--- config.mk ---
export PLATFORM = sky130hd
export DESIGN_NAME = bootwin_mapper
export DESIGN_NICKNAME = d
export VERILOG_FILES = /design/src/rtl/bwm_pkg.sv /design/src/rtl/bwm_regs.sv /design/src/rtl/bwm_window.sv /design/src/rtl/bwm_xlate.sv /design/src/rtl/bootwin_mapper.sv
export SDC_FILE = /design/constraint.sdc
export NUM_CORES = 1
export LEC_CHECK = 0
export BUFFER_PORTS_ARGS = -buffer_cell sky130_fd_sc_hd__buf_2
export CORE_AREA = 10 10 93 95
export DETAILED_ROUTE_END_ITERATION = 8
export DIE_AREA = 0 0 103 105
export HOLD_SLACK_MARGIN = 0.1
export PLACE_DENSITY = 0.79
export RECOVER_POWER = 50
export SYNTH_ARGS = -nofsm -noshare
export SYNTH_HDL_FRONTEND = slang
export SYNTH_SLANG_ARGS = --single-unit
--- constraint.sdc ---
create_clock -name clk -period 7.9 [get_ports clk]
set_input_delay 1.58 -clock clk [delete_from_list [all_inputs] [get_ports clk]]
set_output_delay 1.58 -clock clk [all_outputs]
set_load 0.1 [all_outputs]
--- src/rtl/bwm_pkg.sv ---
package bwm_pkg;

  // Which configuration register a write selects
  typedef enum logic [1:0] {
    SEL_NONE,
    SEL_BASE_HI,
    SEL_BASE_LO,
    SEL_SIZE
  } bwm_sel_e;

  // Default geometry of the cartridge bus
  localparam int unsigned DEF_CPU_AW     = 24;
  localparam int unsigned DEF_SPACE_AW   = 22;
  localparam int unsigned DEF_GRAN_LSB   = 17;
  localparam int unsigned DEF_BOOT_AW    = 13;
  localparam int unsigned DEF_REGION_LSB = 16;

endpackage

--- src/rtl/bwm_regs.sv ---
// Decodes byte writes into the base and size fields and produces the
// next-state view of the fields plus a re-evaluation request.
module bwm_regs
  import bwm_pkg::*;
#(
  parameter int unsigned CPU_AW     = DEF_CPU_AW,
  parameter int unsigned DW         = 8,
  parameter int unsigned HI_W       = 2,
  parameter int unsigned LO_W       = 3,
  parameter int unsigned SZ_W       = 5,
  parameter int unsigned HI_DLSB    = 1,
  parameter int unsigned REGION_LSB = DEF_REGION_LSB,
  parameter logic [CPU_AW-1:0] ADDR_HI = 24'h400000,
  parameter logic [CPU_AW-1:0] ADDR_LO = 24'h404000,
  parameter logic [CPU_AW-1:0] ADDR_SZ = 24'h402000,
  localparam int unsigned BASE_W = HI_W + LO_W
) (
  input  logic              clk,
  input  logic              rst,
  input  logic              wr_en,
  input  logic [CPU_AW-1:0] wr_addr,
  input  logic [DW-1:0]     wr_data,
  output logic [BASE_W-1:0] base_next,
  output logic [SZ_W-1:0]   size_next,
  output logic              eval_req,
  output logic              stray_wr,
  output logic              size_written
);

  localparam logic [CPU_AW-REGION_LSB-1:0] REGION_ID = ADDR_HI[CPU_AW-1:REGION_LSB];

  bwm_sel_e          sel;
  logic [HI_W-1:0]   hi_q, hi_n;
  logic [LO_W-1:0]   lo_q, lo_n;
  logic [SZ_W-1:0]   sz_q, sz_n;
  logic              bv_q, bv_n;
  logic              sv_q, sv_n;
  logic              in_region;
  logic              unused_wr_data;

  assign unused_wr_data = ^wr_data;

  always_comb begin
    sel = SEL_NONE;
    if (wr_en) begin
      if (wr_addr == ADDR_HI)      sel = SEL_BASE_HI;
      else if (wr_addr == ADDR_LO) sel = SEL_BASE_LO;
      else if (wr_addr == ADDR_SZ) sel = SEL_SIZE;
    end
  end

  assign in_region = wr_en && (wr_addr[CPU_AW-1:REGION_LSB] == REGION_ID);
  assign stray_wr  = in_region && (sel == SEL_NONE);

  always_comb begin
    hi_n = hi_q;
    lo_n = lo_q;
    sz_n = sz_q;
    bv_n = bv_q;
    sv_n = sv_q;
    unique case (sel)
      SEL_BASE_HI: begin
        hi_n = wr_data[HI_DLSB +: HI_W];
        bv_n = 1'b1;
      end
      SEL_BASE_LO: begin
        lo_n = wr_data[LO_W-1:0];
        bv_n = 1'b1;
      end
      SEL_SIZE: begin
        sz_n = wr_data[SZ_W-1:0];
        sv_n = 1'b1;
      end
      default: ;
    endcase
  end

  always_ff @(posedge clk) begin
    if (rst) begin
      hi_q <= '0;
      lo_q <= '0;
      sz_q <= '0;
      bv_q <= 1'b0;
      sv_q <= 1'b0;
    end else begin
      hi_q <= hi_n;
      lo_q <= lo_n;
      sz_q <= sz_n;
      bv_q <= bv_n;
      sv_q <= sv_n;
    end
  end

  // Re-evaluate only when both halves are known and something moved
  assign eval_req = bv_n && sv_n &&
                    ({bv_n, hi_n, lo_n, sv_n, sz_n} != {bv_q, hi_q, lo_q, sv_q, sz_q});

  assign base_next    = {hi_n, lo_n};
  assign size_next    = sz_n;
  assign size_written = sv_q;

endmodule

--- src/rtl/bwm_window.sv ---
// Checks a requested window and holds the accepted translation state.
module bwm_window #(
  parameter int unsigned BASE_W   = 5,
  parameter int unsigned SZ_W     = 5,
  parameter int unsigned GRAN_LSB = 17,
  localparam int unsigned ROM_AW  = BASE_W + GRAN_LSB
) (
  input  logic              clk,
  input  logic              rst,
  input  logic              eval_req,
  input  logic              stray_wr,
  input  logic [BASE_W-1:0] base_next,
  input  logic [SZ_W-1:0]   size_next,
  input  logic [ROM_AW:0]   rom_size,
  output logic              mapped,
  output logic [ROM_AW-1:0] map_base,
  output logic [ROM_AW-1:0] map_mask,
  output logic              anomaly
);

  logic [ROM_AW-1:0] base_b;
  logic [ROM_AW:0]   size_b;
  logic [ROM_AW+1:0] end_b;
  logic              pow2;
  logic              fits;
  logic              accept;

  assign base_b = {base_next, {GRAN_LSB{1'b0}}};
  assign size_b = (ROM_AW+1)'(size_next) << GRAN_LSB;
  assign end_b  = {2'b00, base_b} + {1'b0, size_b};
  assign pow2   = ($countones(size_next) == 1);
  assign fits   = (end_b <= {1'b0, rom_size});
  assign accept = eval_req && pow2 && fits;

  always_ff @(posedge clk) begin
    if (rst) begin
      mapped   <= 1'b0;
      map_base <= '0;
      map_mask <= '0;
      anomaly  <= 1'b0;
    end else begin
      anomaly <= stray_wr || (eval_req && !accept);
      if (accept) begin
        mapped   <= 1'b1;
        map_base <= base_b;
        map_mask <= size_b[ROM_AW-1:0] - 1'b1;
      end
    end
  end

endmodule

--- src/rtl/bwm_xlate.sv ---
// Registered address translation for boot mode and window mode.
module bwm_xlate #(
  parameter int unsigned CPU_AW   = 24,
  parameter int unsigned SPACE_AW = 22,
  parameter int unsigned ROM_AW   = 22,
  parameter int unsigned BOOT_AW  = 13
) (
  input  logic              clk,
  input  logic              rst,
  input  logic [CPU_AW-1:0] rd_addr,
  input  logic [ROM_AW:0]   rom_size,
  input  logic              mapped,
  input  logic [ROM_AW-1:0] map_base,
  input  logic [ROM_AW-1:0] map_mask,
  output logic [ROM_AW-1:0] rom_addr,
  output logic              rom_valid
);

  localparam logic [ROM_AW-1:0] BOOT_BYTES = ROM_AW'(1) << BOOT_AW;

  logic              in_space;
  logic [ROM_AW-1:0] boot_base;
  logic [ROM_AW-1:0] xl_addr;
  logic              unused_size_msb;

  assign unused_size_msb = rom_size[ROM_AW];
  assign in_space  = (rd_addr[CPU_AW-1:SPACE_AW] == '0);
  assign boot_base = rom_size[ROM_AW-1:0] - BOOT_BYTES;

  always_comb begin
    if (mapped)
      xl_addr = map_base + (rd_addr[ROM_AW-1:0] & map_mask);
    else
      xl_addr = boot_base + ROM_AW'(rd_addr[BOOT_AW-1:0]);
  end

  always_ff @(posedge clk) begin
    if (rst) begin
      rom_addr  <= '0;
      rom_valid <= 1'b0;
    end else begin
      rom_valid <= in_space;
      rom_addr  <= in_space ? xl_addr : '0;
    end
  end

endmodule

--- src/rtl/bootwin_mapper.sv ---
module bootwin_mapper
  import bwm_pkg::*;
#(
  parameter int unsigned CPU_AW     = DEF_CPU_AW,
  parameter int unsigned DW         = 8,
  parameter int unsigned HI_W       = 2,
  parameter int unsigned LO_W       = 3,
  parameter int unsigned SZ_W       = 5,
  parameter int unsigned HI_DLSB    = 1,
  parameter int unsigned GRAN_LSB   = DEF_GRAN_LSB,
  parameter int unsigned SPACE_AW   = DEF_SPACE_AW,
  parameter int unsigned BOOT_AW    = DEF_BOOT_AW,
  parameter int unsigned REGION_LSB = DEF_REGION_LSB,
  parameter logic [CPU_AW-1:0] ADDR_HI = 24'h400000,
  parameter logic [CPU_AW-1:0] ADDR_LO = 24'h404000,
  parameter logic [CPU_AW-1:0] ADDR_SZ = 24'h402000,
  localparam int unsigned BASE_W = HI_W + LO_W,
  localparam int unsigned ROM_AW = BASE_W + GRAN_LSB
) (
  input  logic              clk,
  input  logic              rst,
  input  logic              wr_en,
  input  logic [CPU_AW-1:0] wr_addr,
  input  logic [DW-1:0]     wr_data,
  input  logic [CPU_AW-1:0] rd_addr,
  input  logic [ROM_AW:0]   rom_size,
  output logic [ROM_AW-1:0] rom_addr,
  output logic              rom_valid,
  output logic              anomaly
);

  logic [BASE_W-1:0] base_next;
  logic [SZ_W-1:0]   size_next;
  logic              eval_req;
  logic              stray_wr;
  logic              size_written;
  logic              mapped;
  logic [ROM_AW-1:0] map_base;
  logic [ROM_AW-1:0] map_mask;

  bwm_regs #(
    .CPU_AW(CPU_AW), .DW(DW), .HI_W(HI_W), .LO_W(LO_W), .SZ_W(SZ_W),
    .HI_DLSB(HI_DLSB), .REGION_LSB(REGION_LSB),
    .ADDR_HI(ADDR_HI), .ADDR_LO(ADDR_LO), .ADDR_SZ(ADDR_SZ)
  ) u_regs (
    .clk(clk), .rst(rst), .wr_en(wr_en), .wr_addr(wr_addr), .wr_data(wr_data),
    .base_next(base_next), .size_next(size_next), .eval_req(eval_req),
    .stray_wr(stray_wr), .size_written(size_written)
  );

  bwm_window #(
    .BASE_W(BASE_W), .SZ_W(SZ_W), .GRAN_LSB(GRAN_LSB)
  ) u_win (
    .clk(clk), .rst(rst), .eval_req(eval_req), .stray_wr(stray_wr),
    .base_next(base_next), .size_next(size_next), .rom_size(rom_size),
    .mapped(mapped), .map_base(map_base), .map_mask(map_mask), .anomaly(anomaly)
  );

  bwm_xlate #(
    .CPU_AW(CPU_AW), .SPACE_AW(SPACE_AW), .ROM_AW(ROM_AW), .BOOT_AW(BOOT_AW)
  ) u_xl (
    .clk(clk), .rst(rst), .rd_addr(rd_addr), .rom_size(rom_size),
    .mapped(mapped), .map_base(map_base), .map_mask(map_mask),
    .rom_addr(rom_addr), .rom_valid(rom_valid)
  );

endmodule

==> results of run 1 <==
-- sequential cells by signal, summed over array words and instances (netlist names) --
name,cells
u_xl.rom_valid,1
u_win.map_base,5
u_regs.lo_q,3
u_regs.sz_q,5
u_win.map_mask,6
u_regs.hi_q,2
u_regs.size_written,1
u_win.anomaly,1
u_regs.bv_q,1
u_xl.rom_addr,22
-- metal layers --
layer / track usage / vias to the layer above / wire (µm)
met3: 0.0296 / 12 / 515
li1: - / 1677 / -
met4: 0.0427 / 0 / 110
met5: 0 / - / 0
met2: 0.298 / 81 / 4630
met1: 0.201 / 1497 / 4030
-- synthesized netlist by cell type (5+ instances only) --
cell and n:
nor3_1 11, o21a_1 6, and2_1 6, a21o_1 10, nor4_1 9, inv_1 32
mux2_2 8, nand4_1 5, ha_1 32, xnor2_1 21, mux2i_1 14, clkbuf_1 9
nand2_1 34, nor2_1 33, xor2_1 8, dfxtp_1 47, nor2b_1 8, a21oi_1 32
o21ai_0 17
-- power by group --
part           total [mW]  switching [mW]  internal [mW]
logic               0.143          0.0941         0.0484
clock network       0.187          0.0916         0.0955
registers           0.243         0.00121          0.242
total               0.572           0.187          0.386
-- worst reg2reg max path, stage by stage (launching register included) --
cell,delay [ps]
dfxtp_1,340
mux2i_1,350
inv_1,150
ha_1,390
a21oi_2,180
xnor2_1,80
ha_1,300
or4b_2,580
nor3_1,190
nand4_1,130
a21oi_1,170
o21a_1,210
nand2_1,300
mux2_2,370
-- final cells by class --
| type | instances | area [µm²] | area share |
|---|---|---|---|
| multi-input combinational | 321 | 2330 | 0.570 |
| sequential | 47 | 941 | 0.230 |
| timing repair buffer | 102 | 478 | 0.117 |
| inverter | 33 | 124 | 0.0303 |
| tap | 80 | 100 | 0.0245 |
| clock buffer | 5 | 68.8 | 0.0168 |
| clock inverter | 3 | 46.3 | 0.0113 |
-- per-stage QoR --
stage | instances | hold WS (ps)
global route | 591 | 512
floorplan | 414 | 434
detailed placement | 583 | 466
global placement | 583 | 445
CTS | 591 | 479
finish | 591 | 480
-- layout by cell type (no fill, tap or decap), types with 6 or more instances in the layout --
| cell type | count |
|---|---|
| and2_1 | 6 |
| o21a_1 | 6 |
| xor2_1 | 8 |
| buf_2 | 76 |
| clkbuf_1 | 26 |
| dfxtp_1 | 47 |
| a21o_1 | 10 |
| ha_1 | 32 |
| xnor2_1 | 21 |
| nor3_1 | 12 |
| nor4_1 | 9 |
| mux2i_1 | 14 |
| inv_1 | 32 |
| mux2_2 | 8 |
| nor2b_1 | 8 |
| nand2_1 | 34 |
| a21oi_1 | 32 |
| o21ai_0 | 17 |
| nor2_1 | 33 |
-- worst paths after layout --
check / from / end / slack (ps)
setup reg to reg: u_regs.sz_q[2]$_SDFF_PP0_ / u_win.map_base[20]$_SDFFE_PP0P_ / 4070
hold / removal: u_win.map_mask[20]$_SDFFE_PP0P_ / u_win.map_mask[20]$_SDFFE_PP0P_ / 480
setup / recovery: wr_addr[9] / u_win.map_base[20]$_SDFFE_PP0P_ / 1220
hold reg to reg: u_win.map_mask[20]$_SDFFE_PP0P_ / u_win.map_mask[20]$_SDFFE_PP0P_ / 480
-- cell families after synthesis --
| family | Yosys count | synth area share |
|---|---|---|
| xor gates and xnor gates | 29 | 0.0736 |
| buffers and inverters | 46 | 0.0504 |
| AOI/OAI and AO/OA | 94 | 0.172 |
| DFF | 47 | 0.273 |
| and+or+nand+nor | 138 | 0.217 |
| adders and majority gates | 37 | 0.143 |
| muxes | 23 | 0.0711 |
==> results.sh, run 1 <==
export IMPL_io_pins=106
export IMPL_h_tree_depth=2
export IMPL_cts_root_buf="clkbuf_8"
export IMPL_drtAntennaViolNets=0
export IMPL_vias=3267
export IMPL_critPathLaunchType="input pin"
export IMPL_peakVddDrop_v=0.0000701
export IMPL_antenna_cells=0
export IMPL_synth_edf_count=0
export IMPL_cp_num_buf_inv=2
export IMPL_endpoint_kind="flip-flop"
export IMPL_ys_seq_elements=47
export IMPL_grt_ovfl_total=0
export IMPL_post_dp_cell_area_um2=4010
export IMPL_period_share=0.846
export IMPL_grt_use_total=0.168
export IMPL_postSynthCellCount=414
export IMPL_avgSynthCellArea_um2=8.33
export IMPL_tightest_slew_ps=1200
export IMPL_core_um2=6760
export IMPL_wl_per_cell_um=15.7
export IMPL_critical_path_depth=17
export IMPL_yosys_warnings=0
export IMPL_fin_util=0.605
export IMPL_cp_slowest_cell="nor3_1"
export IMPL_maxSlewViolCount=0
export IMPL_grt_pass1_vias=3274
export IMPL_drt_iter0_markers=189
export IMPL_synthesis_nets=532
export IMPL_finalSetupViolations=0
export IMPL_rows=30
export IMPL_synth_top_area_cell="dfxtp_1"
export IMPL_place_hpwl_um=7530
export IMPL_rsz0062_at_grt="no"
export IMPL_netlist_area_leader_share=0.273
export IMPL_nets=628
export IMPL_min_period_ps=6680
export IMPL_clock_path_buffers=2
export IMPL_start_util=0.511
export IMPL_hp_class="reg2reg"
export IMPL_crit_family="simple AND/OR/NAND/NOR gates"
export IMPL_crit_type="in2reg"
export IMPL_setup_tns_ps=0
export IMPL_die_h_um=105
export IMPL_fillCellCount=633
export IMPL_synthArstFlopShare=0
export IMPL_fin_ws_ps=1220
export IMPL_clkSlewWorstSetupHoldPaths_ps=100
export IMPL_postCtsHoldBufs=0
export IMPL_area_growth_pct=18.5
export IMPL_clock_latency_ps=310
export IMPL_cts_tree="built"
export IMPL_crit_fanout=11
export IMPL_rr_worst_depth=13
export IMPL_postCtsSetupRepairBufs=0
export IMPL_dieArea_um2=10800
export IMPL_dp_slack_ps=1250
export IMPL_p_leak_nw=1.96
export IMPL_cts_buffers=5
export IMPL_hold_viol=0
export IMPL_grt_pass1_wl_um=15200
export IMPL_grt_max_degree=29
export IMPL_clock_sinks=47
export IMPL_netlist_area_um2=3450
export IMPL_synthDistinctLibCells=56
export IMPL_fin_worst_skew_ps=5.17
export IMPL_outcome="complete, no violations"
export IMPL_max_freq_ghz=0.150
export IMPL_worstPathArrival_ps=6880
export IMPL_cts_repair_resized=0
export IMPL_netlist_top_cells_area="dfxtp_1, ha_1, xnor2_1, a21oi_1, mux2i_1"
export IMPL_vias_per_cell=5.53
export IMPL_dr_pass1_iters=4
export IMPL_pwr_density_cell_nw_per_um2=140
export IMPL_worstHoldPathCells=2
export IMPL_portBuffers=102
export IMPL_antenna_found_initial=0
export IMPL_synth_ff_type="dfxtp_1"
export IMPL_yosysSeqAreaShare=0.273
export IMPL_drt_total_wl_um=9280
export IMPL_gp_congestion=0.877
export IMPL_crit_required_ps=8100
export IMPL_cap_violations=0
export IMPL_drive_gt1_frac=0.207
export IMPL_die_w_um=103
export IMPL_maxSlewHeadroom=0.203
export IMPL_crit_chain="buf_2 > or4_4 > nand4b_4 > nor3_1 > mux2i_1 > inv_1 > ha_1 > a21oi_2 > xnor2_1 > ha_1 > or4b_2 > nor3_1 > nand4_1 > a21oi_1 > o21a_1 > nand2_1 > mux2_2"
export IMPL_drc=0
export IMPL_final_area_um2=4090
export IMPL_critical_path_max_stage_delay_ps=940
export IMPL_report_power_total_uw=572
Power figures use the tool's default switching activity.
==> run 2: changes to the inputs <==
--- a/config.mk
+++ b/config.mk
@@ -6,11 +6,11 @@
 export NUM_CORES = 1
 export LEC_CHECK = 0
 export BUFFER_PORTS_ARGS = -buffer_cell sky130_fd_sc_hd__buf_2
-export CORE_AREA = 10 10 93 95
+export CORE_AREA = 10 10 97 99
 export DETAILED_ROUTE_END_ITERATION = 8
-export DIE_AREA = 0 0 103 105
+export DIE_AREA = 0 0 107 109
 export HOLD_SLACK_MARGIN = 0.1
-export PLACE_DENSITY = 0.79
+export PLACE_DENSITY = 0.76
 export RECOVER_POWER = 50
 export SYNTH_ARGS = -nofsm -noshare
 export SYNTH_HDL_FRONTEND = slang
==> constraint.sdc (replaced) <==
create_clock -name clk -period 5.7 [get_ports clk]
set_input_delay 1.14 -clock clk [delete_from_list [all_inputs] [get_ports clk]]
set_output_delay 1.14 -clock clk [all_outputs]
set_load 0.1 [all_outputs]
==> run 2 against run 1 <==
  * Global-route usage down 1.3 points
  * Critical endpoint unchanged
  * Power grew 40%
  * Non-clock buffer count is 19 higher
  * Sequential power grew 38%
  * Via count rose by 3.2%
  * Clock skew is 0.51 ps higher
  * Sequential share of layout area shrank 1.0 points
==> results.sh, run 2 (synthesis results as in run 1) <==
export IMPL_outcome="complete, no violations"
export IMPL_grt_use_total=0.155
export IMPL_largest_reg_flops=22
export IMPL_pwr_density_cell_nw_per_um2=187
export IMPL_peakVddDrop_v=0.0000871
export IMPL_drt_iter0_markers=158
export IMPL_dieArea_um2=11700
export IMPL_wl_per_cell_um=15.1
export IMPL_clkSlewWorstSetupHoldPaths_ps=90
export IMPL_gp_congestion=0.892
export IMPL_drt_total_wl_um=9520
export IMPL_setup_tns_ps=0
export IMPL_cts_root_buf="clkbuf_8"
export IMPL_multiInputGateArea_um2=2350
export IMPL_cts_buffers=5
export IMPL_fillCellCount=733
export IMPL_critPathLaunchType="input pin"
export IMPL_die_w_um=107
export IMPL_cts_tree="built"
export IMPL_period_share=0.954
export IMPL_start_util=0.458
export IMPL_dp_slack_ps=-134
export IMPL_final_cells=632
export IMPL_vias_per_cell=5.34
export IMPL_min_period_ps=5440
export IMPL_p_leak_nw=2.06
export IMPL_antenna_cells=0
export IMPL_grt_pass1_wl_um=15100
export IMPL_h_tree_depth=2
export IMPL_clock_sinks=47
export IMPL_rrSetupSlack_ps=2050
export IMPL_tightest_slew_ps=1200
export IMPL_grt_max_degree=29
export IMPL_maxSlewHeadroom=0.201
export IMPL_crit_required_ps=5900
export IMPL_grt_ovfl_total=0
export IMPL_post_dp_cell_area_um2=4160
export IMPL_place_hpwl_um=7690
export IMPL_io_pins=106
export IMPL_hold_viol=0
export IMPL_timing_hold_ws_ps=466
export IMPL_area_growth_pct=24.1
export IMPL_finalSetupViolations=0
export IMPL_dr_pass1_iters=4
export IMPL_fin_ws_ps=260
export IMPL_final_cell_mix="buf_2, dfxtp_1, nand2_1"
export IMPL_rsz0062_at_grt="no"
export IMPL_dp_cells=621
export IMPL_worstPathArrival_ps=5640
export IMPL_crit_fanout=11
export IMPL_die_h_um=109
export IMPL_core_um2=7530
export IMPL_cap_violations=0
export IMPL_mostFrequentLayoutCell="buf_2"
export IMPL_max_freq_ghz=0.184
export IMPL_rows=32
export IMPL_vias=3372
export IMPL_biggestRegsByFlops="u_xl.rom_addr: 22 flops, u_win.map_mask: 6 flops"
export IMPL_antenna_found_initial=0
export IMPL_crit_type="in2reg"
export IMPL_drc=0
export IMPL_regMostFlops="u_xl.rom_addr"
export IMPL_drive_gt1_frac=0.243
export IMPL_clock_latency_ps=300
export IMPL_drtAntennaViolNets=0
export IMPL_seqCellArea_um2=941
export IMPL_grt_pass1_vias=3337
export IMPL_portBuffers=102
export IMPL_final_area_um2=4280
export IMPL_endpoint_kind="flip-flop"
export IMPL_hp_class="reg2reg"
export IMPL_fin_worst_skew_ps=5.68
export IMPL_nets=647
export IMPL_clock_path_buffers=2
export IMPL_maxSlewViolCount=0
==> run 2: cell types whose count changed in the layout (fill, tap and decap cells not counted) <==
cell and delta:
mux2i_1 -1, clkbuf_8 +1, buf_4 +19, clkinvlp_4 -1, or4b_4 +1, nor3_1 -2, mux2i_2 +1, or4b_1 -1
nor3_2 +2
==> run 2: what timing repair did <==
item	4_1_cts	5_1_grt
endpoints found under the setup margin	0	9
setup buffers	0	3
hold buffers	0	0
gates resized for setup	0	3
==> run 2: through the flow <==
step           utilization  power [mW]
6_report             0.569       0.802
5_1_grt              0.569       0.835
4_1_cts              0.568       0.810
3_5_place_dp         0.552       0.541
3_3_place_gp         0.552       0.538
2_1_floorplan            -       0.482
==> run 2: power breakdown <==
group / internal, mW / switching, mW / total (mW) / leakage (nW)
registers: 0.335 / 0.00155 / 0.336 / 0.380
logic: 0.0671 / 0.130 / 0.197 / 1.62
clock network: 0.144 / 0.124 / 0.268 / 0.0618
==> run 2: final cells by class <==
cell class	count	area share
Clock inverter	2	0.00906
Sequential cell	47	0.220
Timing Repair Buffer	121	0.145
Multi-Input combinational cell	321	0.548
Tap cell	102	0.0298
Clock buffer	6	0.0193
Inverter	33	0.0289
==> run 2: layer usage <==
layer	track usage	wire length (µm)	vias to the layer above	share of wire
met5	0	0	-	0
met4	0.0484	126	0	0.013
met3	0.0360	555	11	0.058
met2	0.278	4760	94	0.50
met1	0.179	4080	1565	0.43
li1	-	-	1702	-
==> run 2: worst paths after layout <==
check                                        from  cells past startpoint                              end
hold reg to reg   u_win.map_mask[20]$_SDFFE_PP0P_                      2  u_win.map_mask[20]$_SDFFE_PP0P_
hold / removal    u_win.map_mask[20]$_SDFFE_PP0P_                      2  u_win.map_mask[20]$_SDFFE_PP0P_
setup / recovery                       wr_addr[9]                     18  u_win.map_base[20]$_SDFFE_PP0P_
setup reg to reg        u_regs.sz_q[0]$_SDFF_PP0_                     14  u_win.map_base[20]$_SDFFE_PP0P_
==> run 2: worst max-delay path, cell delays in order <==
cell and delay [ps]:
buf_2 90, or4_4 520, nand4b_4 190, or4b_4 520, mux2_2 300, ha_1 200
maj3_2 320, a21oi_2 190, xnor2_1 80, ha_1 290, or4b_2 610, nor3_2 180
nand4_1 160, a21oi_1 160, o21a_1 170, nand2_1 70, buf_4 180, mux2_2 270
